$ cat config.mk
export PLATFORM = sky130hd
export DESIGN_NAME = line_descrambler
export DESIGN_NICKNAME = d
export VERILOG_FILES = /design/src/rtl/desc_pkg.sv /design/src/rtl/desc_history.sv /design/src/rtl/desc_taps.sv /design/src/rtl/desc_out_stage.sv /design/src/rtl/line_descrambler.sv
export SDC_FILE = /design/constraint.sdc
export NUM_CORES = 1
export LEC_CHECK = 0
export CORE_UTILIZATION = 53
export CTS_BUF_LIST = sky130_fd_sc_hd__clkbuf_16
export DETAILED_ROUTE_END_ITERATION = 12
export GPL_TIMING_DRIVEN = 0
export PLACE_DENSITY = 0.75
export SLEW_MARGIN = 25
export SYNTH_ARGS = -nofsm -noshare
export SYNTH_HDL_FRONTEND = slang
export SYNTH_SLANG_ARGS = --single-unit
$ cat constraint.sdc
create_clock -name clk_i -period 1.33 [get_ports clk_i]
set_input_delay 0.266 -clock clk_i [delete_from_list [all_inputs] [get_ports clk_i]]
set_output_delay 0.266 -clock clk_i [all_outputs]
set_load 0.02 [all_outputs]
$ cat src/rtl/desc_pkg.sv
package desc_pkg;
  localparam int unsigned DEF_HIST_LEN  = 23;
  localparam int unsigned DEF_SHORT_UP  = 18;
  localparam int unsigned DEF_SHORT_DN  = 5;

  typedef enum logic {
    TAP_UPSTREAM   = 1'b0,
    TAP_DOWNSTREAM = 1'b1
  } tap_sel_e;
endpackage

$ cat src/rtl/desc_history.sv
module desc_history #(
  parameter int unsigned LEN = 23
) (
  input  logic           clk_i,
  input  logic           rst_ni,
  input  logic           shift_i,
  input  logic           bit_i,
  output logic [LEN-1:0] hist_o
);
  logic [LEN-1:0] hist_q;

  always_ff @(posedge clk_i or negedge rst_ni) begin
    if (!rst_ni)      hist_q <= '0;
    else if (shift_i) hist_q <= {hist_q[LEN-2:0], bit_i};
  end

  assign hist_o = hist_q;

  AST_HIST_HOLD: assert property (@(posedge clk_i) disable iff (!rst_ni)
    !shift_i |=> $stable(hist_o));
endmodule

$ cat src/rtl/desc_taps.sv
module desc_taps import desc_pkg::*; #(
  parameter int unsigned LEN      = 23,
  parameter int unsigned SHORT_UP = 18,
  parameter int unsigned SHORT_DN = 5
) (
  input  logic [LEN-1:0] hist_i,
  input  tap_sel_e       sel_i,
  output logic           fb_o
);
  localparam logic [LEN-1:0] LONG_BIT = {1'b1, {(LEN-1){1'b0}}};
  localparam logic [LEN-1:0] MASK_UP  = LONG_BIT | (LEN'(1) << (SHORT_UP - 1));
  localparam logic [LEN-1:0] MASK_DN  = LONG_BIT | (LEN'(1) << (SHORT_DN - 1));

  logic [LEN-1:0] mask;

  generate
    if (SHORT_UP == SHORT_DN) begin : g_single
      assign mask = MASK_UP;
      logic unused_sel;
      assign unused_sel = sel_i;
    end else begin : g_dual
      assign mask = (sel_i == TAP_DOWNSTREAM) ? MASK_DN : MASK_UP;
    end
  endgenerate

  assign fb_o = ^(hist_i & mask);
endmodule

$ cat src/rtl/desc_out_stage.sv
module desc_out_stage (
  input  logic clk_i,
  input  logic rst_ni,
  input  logic vld_i,
  input  logic bit_i,
  output logic bit_o,
  output logic vld_o
);
  logic bit_q, vld_q;

  always_ff @(posedge clk_i or negedge rst_ni) begin
    if (!rst_ni) begin
      bit_q <= 1'b0;
      vld_q <= 1'b0;
    end else begin
      vld_q <= vld_i;
      if (vld_i) bit_q <= bit_i;
    end
  end

  assign bit_o = bit_q;
  assign vld_o = vld_q;
endmodule

$ cat src/rtl/line_descrambler.sv
module line_descrambler import desc_pkg::*; #(
  parameter int unsigned HIST_LEN = DEF_HIST_LEN,
  parameter int unsigned SHORT_UP = DEF_SHORT_UP,
  parameter int unsigned SHORT_DN = DEF_SHORT_DN
) (
  input  logic clk_i,
  input  logic rst_ni,
  input  logic bit_vld_i,
  input  logic bit_i,
  input  logic skip_i,
  input  logic dscr_en_i,
  input  logic tap_sel_i,
  output logic bit_o,
  output logic bit_vld_o
);
  logic [HIST_LEN-1:0] hist;
  logic                shift_en;
  logic                fb;
  logic                pay_bit;

  // overhead bits never enter the history; bypass still loads it
  assign shift_en = bit_vld_i & ~skip_i;

  desc_history #(.LEN(HIST_LEN)) u_hist (
    .clk_i  (clk_i),
    .rst_ni (rst_ni),
    .shift_i(shift_en),
    .bit_i  (bit_i),
    .hist_o (hist)
  );

  desc_taps #(.LEN(HIST_LEN), .SHORT_UP(SHORT_UP), .SHORT_DN(SHORT_DN)) u_taps (
    .hist_i(hist),
    .sel_i (tap_sel_e'(tap_sel_i)),
    .fb_o  (fb)
  );

  assign pay_bit = (dscr_en_i && !skip_i) ? (bit_i ^ fb) : bit_i;

  desc_out_stage u_out (
    .clk_i (clk_i),
    .rst_ni(rst_ni),
    .vld_i (bit_vld_i),
    .bit_i (pay_bit),
    .bit_o (bit_o),
    .vld_o (bit_vld_o)
  );

  AST_VLD_FOLLOW: assert property (@(posedge clk_i) disable iff (!rst_ni)
    bit_vld_i |=> bit_vld_o);
  AST_VLD_IDLE: assert property (@(posedge clk_i) disable iff (!rst_ni)
    !bit_vld_i |=> (!bit_vld_o && $stable(bit_o)));
  AST_SKIP_PASS: assert property (@(posedge clk_i) disable iff (!rst_ni)
    (bit_vld_i && skip_i) |=> (bit_o == $past(bit_i)));
  AST_BYPASS: assert property (@(posedge clk_i) disable iff (!rst_ni)
    (bit_vld_i && !dscr_en_i) |=> (bit_o == $past(bit_i)));
  AST_TAP_UP: assert property (@(posedge clk_i) disable iff (!rst_ni)
    (bit_vld_i && !skip_i && dscr_en_i && !tap_sel_i) |=>
      (bit_o == $past(bit_i ^ hist[SHORT_UP-1] ^ hist[HIST_LEN-1])));
  AST_TAP_DN: assert property (@(posedge clk_i) disable iff (!rst_ni)
    (bit_vld_i && !skip_i && dscr_en_i && tap_sel_i) |=>
      (bit_o == $past(bit_i ^ hist[SHORT_DN-1] ^ hist[HIST_LEN-1])));
endmodule

==> results_dict.tcl, run 1 <==
set metrics [dict create \
    clock_skew_ns 0.00240 \
    wire_per_inst_um 13.2 \
    total_power_mw 2.06 \
    cp_max_fo 3 \
    overflow 0 \
    violations "negative hold slack" \
    grt-busiest-layer "met2" \
    tns_ns 0 \
    cp_num_buf_inv 0 \
    ys_seq_elements 25 \
    place_area_mm2 0.00108 \
    max_freq_mhz 818 \
    hold_ws_ns -0.00797 \
    hold_viol_final 25 \
    start_util_pct 56.3 \
    hpwl_um 836 \
    timing.final.crit_share_pct 91.9 \
    final_util_pct 70.8 \
    nets 82 \
    synth_area_um2 972 \
    grt_pass1_wl_um 2130 \
    critPathLaunch "u_hist.hist_o[4]" \
    cp_cell_sequence "mux2i_1 > xor2_1 > or3_1 > a31oi_1" \
    status "finished with violations" \
    antenna_found_initial 0 \
    cp_slowest_cell "dfrtp_1" \
    cts-root-buf "clkbuf_16" \
    die_y_um 44.8 \
    timing_worst_setup_path_type "flip-flop to flip-flop" \
    cts_tree "done" \
    design_area_mm2 0.00122 \
    use_met3_pct 4.00 \
    area_growth_pct 25.7 \
    yosysTopAreaCell "dfrtp_1" \
    endpoint_kind "flip-flop" \
    setup_viol 0 \
    clock-sinks 25 \
    postSynthAreaPerCell_um2 16.5 \
    grt_max_degree 26 \
    drv_cap 0 \
    peakVddDrop_mv 1.33 \
    slowest_delay_ns 0.39 \
    maxSlewHeadroom_pct 64.7 \
    crit_arrival_ns 1.39 \
    crit_family "flip-flops" \
    ant_nets 0 \
    leakagePower_nw 0.584 \
    synth_cells 59 \
    ioPinCount 9 \
    grt_pass1_vias 495 \
    cts.path.max_buffers 2 \
    r2r_start "u_hist.hist_o[4]" \
    n_antenna_cell 0 \
    power_density_mw_per_mm2 1690 \
    grt_use_met1_pct 17.6 \
    cp_data_required_time_ns 1.50 \
    ys_seq_area_share_pct 64.4 \
    die_area_mm2 0.00201 \
    hp-class "input port to async pin" \
    initialDrtViolationCount 0 \
    synth_top_area_share_pct 64.4 \
    die_w_um 44.8 \
    met2_usage_pct 25.3 \
    htree_levels 1 \
    min_period_ns 1.22 \
    fillers 130 \
    vias 485 \
    rsz0062_at_grt "no" \
    yosysUniqueCellTypes 13 \
    synth_area_leaders "dfrtp_1 (64%), mux2_2 (25%), buf_6 (2.3%), nand2b_4 (1.4%), mux2_1 (1.2%)" \
    cts_buffers 3 \
    coreArea_mm2 0.00173 \
    worst_slew_pin_slew_ns 0.530 \
    drc 0 \
    grt_use_total_pct 14.7 \
    drive_above_1_share_pct 44.6 \
    ys_warn_count 0 \
    slew_violations 0 \
    final_cell_mix "dfrtp_1 (25), mux2_2 (22), clkbuf_16 (5), dlygate4sd2_1 (4)" \
    syn-num-nets 66 \
    drt_pass1_iterations 1 \
    final_common_cell "dfrtp_1" \
    viasPerCell 4.90 \
    port_buffers 8 \
    start_kind "flip-flop" \
    clk_pin_slew_ns 0.06 \
    wirelength_um 1310 \
    rows 15 \
    clk_latency_ns 0.25 \
    gp_congestion 0.718 \
]
final timing paths:
check                                    end  depth (start not counted)  slack, ns
max                              u_out.bit_o                          4       0.11
min                         u_hist.hist_o[5]                          1     -0.008
max reg2reg                      u_out.bit_o                          4       0.11
min reg2reg                u_hist.hist_o[20]                          1       0.50
max in group asynchronous  u_hist.hist_o[16]                          1       0.99
min in group clk_i               u_out.vld_o                          1       0.31
final cells by class:
| cell class | count | area (um2) | share of cell area, % |
|---|---|---|---|
| well taps | 25 | 31.3 | 2.56 |
| multi-input cells | 31 | 319 | 26.1 |
| plain buffers | 3 | 37.5 | 3.07 |
| clock buffers | 3 | 75.1 | 6.14 |
| repair buffers | 11 | 130 | 10.6 |
| flip-flops and latches | 25 | 626 | 51.2 |
| clock inverters | 1 | 3.75 | 0.307 |
registers in the layout, indices dropped and copies added, names as in the netlist:
signal / count
u_out.vld_o: 1
u_hist.hist_o: 23
u_out.bit_o: 1
cells by family (layout without fill, tap and decap cells):
| logic type | after synthesis | in the layout | synth area share [%] |
|---|---|---|---|
| simple gates | 4 | 4 | 3.09 |
| compound gates | 2 | 2 | 1.16 |
| mux | 24 | 24 | 27.7 |
| flops | 25 | 25 | 64.4 |
| buf+inv | 3 | 18 | 2.83 |
| xor+xnor | 1 | 1 | 0.901 |
stage by stage:
| stage | instances | worst slack, ns |
|---|---|---|
| global placement | 92 | -0.406 |
| global route | 99 | 0.0163 |
| CTS | 97 | 0.00442 |
| detailed placement | 92 | -0.411 |
| floorplan | 59 | 0.208 |
| finish | 99 | 0.108 |
where the power goes:
part           switching, mW  internal [mW]
clock network          0.229          0.400
registers              0.103          0.985
logic                  0.116          0.229
Yosys cell counts, drive strengths merged:
| cell | instances |
|---|---|
| nor2 | 1 |
| xor2 | 1 |
| buf | 3 |
| dfrtp | 25 |
| or3 | 1 |
| nand2b | 1 |
| o21ai | 1 |
| mux2 | 23 |
| a31oi | 1 |
| mux2i | 1 |
| nor2b | 1 |
metal layers:
metal,up-vias,share of wire [%]
li1,239,-
met1,241,50
met2,5,47
met3,0,2.4
met4,0,0
met5,-,0
timing repair:
item / CTS / global route
buffers inserted: 1 / 0
setup endpoints to repair: 23 / 20
pin swaps: 3 / 0
resized for setup: 5 / 3
hold buffers: 0 / 0
gates cloned: 0 / 2
(Power assumes the default switching activity.)
==> inputs of run 2 (changes only) <==
--- a/config.mk
+++ b/config.mk
@@ -8,7 +8,6 @@
 export CORE_UTILIZATION = 53
 export CTS_BUF_LIST = sky130_fd_sc_hd__clkbuf_16
 export DETAILED_ROUTE_END_ITERATION = 12
-export GPL_TIMING_DRIVEN = 0
 export PLACE_DENSITY = 0.75
 export SLEW_MARGIN = 25
 export SYNTH_ARGS = -nofsm -noshare
==> run 2 against run 1 <==
  * The flow now finishes without violations
  * Routed wire length grew 25%
  * Critical endpoint unchanged
  * Sequential power is essentially flat
  * Count of clock-buffer cells in the layout is the same
  * Non-clock buffer count grew 2
  * Die area is the same
  * Cell area grew 2.8%
  * Via count grew 6.4%
  * Sequential share of layout area shrank 1.4 points
  * Core utilization grew 2.0 points
  * Flip-flop and latch count is the same
==> results_dict.tcl, run 2 (synthesis gave the netlist of run 1 again) <==
set metrics [dict create \
    coreArea_mm2 0.00173 \
    min_period_ns 1.23 \
    grt_max_degree 26 \
    final_cell_mix "dfrtp_1 (25), mux2_2 (22), clkbuf_16 (5), buf_4 (4)" \
    area_growth_pct 29.2 \
    die_y_um 44.8 \
    cts_buffers 3 \
    die_w_um 44.8 \
    crit_arrival_ns 1.40 \
    nets 84 \
    cts_tree "done" \
    hpwl_um 883 \
    setup_viol 0 \
    wire_per_inst_um 16.1 \
    rows 15 \
    worstHoldEndpoint "u_out.vld_o" \
    clk_latency_ns 0.25 \
    rsz0062_at_grt "no" \
    worstHoldStart "bit_vld_i" \
    port_buffers 8 \
    grt_pass1_wl_um 2210 \
    drive_above_1_share_pct 47.4 \
    multi_input_area_um2 327 \
    hold_ws_ns 0.304 \
    fillers 127 \
    antenna_found_initial 0 \
    max_freq_mhz 810 \
    clock_skew_ns 0.00211 \
    power_density_mw_per_mm2 1700 \
    clock-sinks 25 \
    endpoint_kind "flip-flop" \
    vias 516 \
    cts-root-buf "clkbuf_16" \
    register_area_um2 626 \
    gp_congestion 0.716 \
    drc 0 \
    cp_data_required_time_ns 1.50 \
    die_area_mm2 0.00201 \
    leakagePower_nw 0.605 \
    grt-busiest-layer "met2" \
    ant_nets 0 \
    start_util_pct 56.3 \
    timing.final.crit_share_pct 92.9 \
    cp_max_fo 3 \
    viasPerCell 5.11 \
    drv_cap 0 \
    pwr-share-seq_pct 51.8 \
    worst_hold_path.num_cells 2 \
    ioPinCount 9 \
    power_frac_comb_pct 18.5 \
    status "complete, no violations" \
    overflow 0 \
    final_common_cell "dfrtp_1" \
    worst_slew_pin_slew_ns 0.303 \
    start_kind "flip-flop" \
    switching_power_uw 487 \
    htree_levels 1 \
    timing_worst_setup_path_type "flip-flop to flip-flop" \
    clk_pin_slew_ns 0.06 \
    r2r_start "u_hist.hist_o[17]" \
    cts.path.max_buffers 2 \
    r2r_setup_slack_ns 0.1 \
    hp-class "input port to flip-flop" \
    maxSlewHeadroom_pct 79.8 \
    swShare_pct 22.9 \
    initialDrtViolationCount 1 \
    grt_use_total_pct 15.9 \
    drt_pass1_iterations 2 \
    critPathLaunch "u_hist.hist_o[17]" \
    grt_pass1_vias 516 \
    pre_cts_ws_ns -0.300 \
    wirelength_um 1630 \
    hold_viol_final 0 \
    setup_slack_ns 0.0951 \
    total_power_mw 2.13 \
    n_antenna_cell 0 \
    grt_use_met1_pct 17.7 \
    r2r-end "u_out.bit_o" \
    p_int_mw 1.64 \
    largest_reg_flops 23 \
    peakVddDrop_mv 1.15 \
    p_clk_share_pct 29.7 \
    ff2ff_path_depth 4 \
    use_met3_pct 3.60 \
    met2_usage_pct 29.7 \
    slew_violations 0 \
]
[run 2: cell type report]
| cell class | count | area share (%) |
|---|---|---|
| Multi-Input combinational cell | 31 | 26.0 |
| Sequential cell | 25 | 49.8 |
| Tap cell | 25 | 2.49 |
| Clock buffer | 3 | 5.98 |
| Timing Repair Buffer | 16 | 15.3 |
| Clock inverter | 1 | 0.398 |
[run 2: stage by stage]
step | TNS (ns) | util (%) | cell area [um2] | std cells
6_report | 0 | 72.8 | 1260 | 101
5_1_grt | 0 | 72.8 | 1260 | 101
4_1_cts | 0 | 68.5 | 1180 | 97
3_5_place_dp | -6.02 | 63.8 | 1100 | 93
3_3_place_gp | -5.72 | 63.8 | 1100 | 93
2_1_floorplan | 0 | - | 972 | 59
[run 2: layer usage]
layer	up-vias	wire length [um]	part of all wire [%]
li1	238	-	-
met1	271	686	42
met2	5	901	55
met3	2	33	2.0
met4	0	9	0.55
met5	-	0	0
[run 2: power groups by stage]
stage	Clock, mW	Sequential (mW)	Combinational, mW
after detailed placement	0	1.11	0.337
final	0.634	1.10	0.393
after floorplan	0	1.08	0.248
after global placement	0	1.10	0.320
after CTS	0.649	1.10	0.340
after global routing	0.685	1.13	0.423
[run 2: worst max path at each step]
stage | cells past startpoint | to | slack (ns)
3_3_place_gp | 5 | u_out.bit_o | -0.24
3_5_place_dp | 5 | u_out.bit_o | -0.30
5_1_grt | 4 | u_out.bit_o | 0.003
6_report | 4 | u_out.bit_o | 0.1
2_1_floorplan | 4 | u_out.bit_o | 0.21
4_1_cts | 4 | u_hist.hist_o[16] | 0.01
[run 2: timing repair]
item / 4_1_cts / 5_1_grt
cloned: 0 / 3
setup buffers: 0 / 1
hold buffers: 0 / 0
setup endpoints to repair: 4 / 24
gates resized for setup: 4 / 2
pin swaps: 3 / 2
[run 2: worst max-delay path, cell delays in order (launching register included)]
cell     delay, ns
dfrtp_1       0.40
mux2i_1       0.16
xor2_1        0.10
or3_1         0.32
a31oi_1       0.18
==> inputs of run 3 (changes only) <==
--- a/config.mk
+++ b/config.mk
@@ -8,7 +8,9 @@
 export CORE_UTILIZATION = 53
 export CTS_BUF_LIST = sky130_fd_sc_hd__clkbuf_16
 export DETAILED_ROUTE_END_ITERATION = 12
+export GPL_TIMING_DRIVEN = 0
 export PLACE_DENSITY = 0.75
+export SKIP_CTS_REPAIR_TIMING = 1
 export SLEW_MARGIN = 25
 export SYNTH_ARGS = -nofsm -noshare
 export SYNTH_HDL_FRONTEND = slang
==> run 3 against run 2 <==
  * The run now ends with negative hold slack left
  * Sequential power is essentially flat
  * Total power shrank 3.4%
  * Core utilization shrank 3.8 points
  * Combinational power shrank 16%
  * Register-to-register slack is essentially flat
  * First-iteration DRC count shrank 100%
  * Global-route usage shrank 1.6 points
  * Sequential share of layout area grew 2.7 points
  * Clock power is essentially flat
  * Worst hold slack lost 0.32 ns
  * Critical path type unchanged
  * Largest cell class unchanged
==> results_dict.tcl, run 3 (synthesis gave the netlist of run 1 again) <==
set metrics [dict create \
    ff2ff_path_depth 4 \
    start_kind "flip-flop" \
    gp_congestion 0.718 \
    max_freq_mhz 814 \
    hold_viol_final 25 \
    crit_arrival_ns 1.40 \
    start_util_pct 56.3 \
    cp_max_fo 3 \
    cts-root-buf "clkbuf_16" \
    port_buffers 8 \
    coreArea_mm2 0.00173 \
    final_common_cell "dfrtp_1" \
    hp-class "input port to async pin" \
    drc 0 \
    rows 15 \
    violations "negative hold slack" \
    vias 475 \
    grt_use_total_pct 14.3 \
    clock_skew_ns 0.00295 \
    power_density_mw_per_mm2 1730 \
    clock-sinks 25 \
    grt_pass1_vias 485 \
    overflow 0 \
    wirelength_um 1250 \
    hpwl_um 836 \
    register_area_um2 626 \
    r2r_start "u_hist.hist_o[17]" \
    viasPerCell 4.95 \
    worst_slew_pin_slew_ns 0.523 \
    nets 79 \
    cp_cell_sequence "mux2i_1 > xor2_1 > or3_1 > a31oi_1" \
    grt_max_degree 26 \
    status "finished with violations" \
    slew_violations 0 \
    htree_levels 1 \
    crit_family "flip-flops" \
    antenna_found_initial 0 \
    drv_cap 0 \
    cts.path.max_buffers 2 \
    cp_num_buf_inv 0 \
    multi_input_area_um2 327 \
    cts_tree "done" \
    maxSlewHeadroom_pct 65.2 \
    die_w_um 44.8 \
    slowest_delay_ns 0.40 \
    leakagePower_nw 0.592 \
    drt_pass1_iterations 1 \
    peakVddDrop_mv 1.45 \
    hold_ws_ns -0.0130 \
    rsz0062_at_grt "no" \
    die_area_mm2 0.00201 \
    r2r-end "u_out.bit_o" \
    fin_cells 96 \
    initialDrtViolationCount 0 \
    grt_pass1_wl_um 2080 \
    r2r_setup_slack_ns 0.10 \
    area_growth_pct 22.5 \
    timing_worst_setup_path_type "flip-flop to flip-flop" \
    clk_pin_slew_ns 0.06 \
    n_antenna_cell 0 \
    placedCellCount 92 \
    ant_nets 0 \
    final_cell_mix "dfrtp_1 (25), mux2_2 (22), dlymetal6s2s_1 (5), clkbuf_16 (3)" \
    ioPinCount 9 \
    min_period_ns 1.23 \
    drive_above_1_share_pct 43.7 \
    clk_latency_ns 0.25 \
    fillers 129 \
    endpoint_kind "flip-flop" \
    timing.final.crit_share_pct 92.3 \
    wire_per_inst_um 13.1 \
    cp_data_required_time_ns 1.50 \
    setup_viol 0 \
    largest_reg_flops 23 \
    total_power_mw 2.06 \
    die_y_um 44.8 \
    cts_buffers 3 \
    cp_slowest_cell "dfrtp_1" \
]
## run 3: stage by stage
step / setup WS (ns) / cell area [um2] / TNS (ns) / utilization [%]
2_1_floorplan: 0.208 / 972 / 0 / -
3_3_place_gp: -0.406 / 1080 / -14.92 / 62.8
3_5_place_dp: -0.411 / 1080 / -8.97 / 62.5
4_1_cts: -0.166 / 1160 / -3.25 / 67.0
5_1_grt: 0.0165 / 1190 / 0 / 69.0
6_report: 0.102 / 1190 / 0 / 69.0
## run 3: report_power, final
group | internal [mW] | total [mW] | switching [mW]
Clock | 0.400 | 0.633 | 0.233
Sequential | 0.985 | 1.09 | 0.108
Combinational | 0.221 | 0.331 | 0.110
Total | 1.61 | 2.06 | 0.451
## run 3: worst max-delay path by stage
stage               depth (start not counted)  slack, ns           endpoint              start
floorplan                                   4       0.21        u_out.bit_o   u_hist.hist_o[4]
global placement                            5      -0.41  u_hist.hist_o[11]          bit_vld_i
detailed placement                          5      -0.41   u_hist.hist_o[3]          bit_vld_i
CTS                                         5      -0.17   u_hist.hist_o[1]          bit_vld_i
global route                                4       0.02        u_out.bit_o   u_hist.hist_o[4]
finish                                      4       0.10        u_out.bit_o  u_hist.hist_o[17]
## run 3: area by class of cell
class | count | share of cell area, %
well taps | 25 | 2.63
flip-flops and latches | 25 | 52.5
clock inverters | 1 | 0.315
clock buffers | 3 | 6.30
repair buffers | 8 | 7.35
plain buffers | 3 | 3.47
multi-input cells | 31 | 27.4
## run 3: routing by layer
| metal | share of wire (%) | global-route usage, % | vias to the layer above | wire length [um] |
|---|---|---|---|---|
| li1 | - | - | 234 | - |
| met1 | 49 | 17.6 | 234 | 617 |
| met2 | 47 | 24.1 | 5 | 588 |
| met3 | 3.0 | 4.00 | 2 | 38 |
| met4 | 0.72 | 5.45 | 0 | 9 |
| met5 | 0 | 0 | - | 0 |
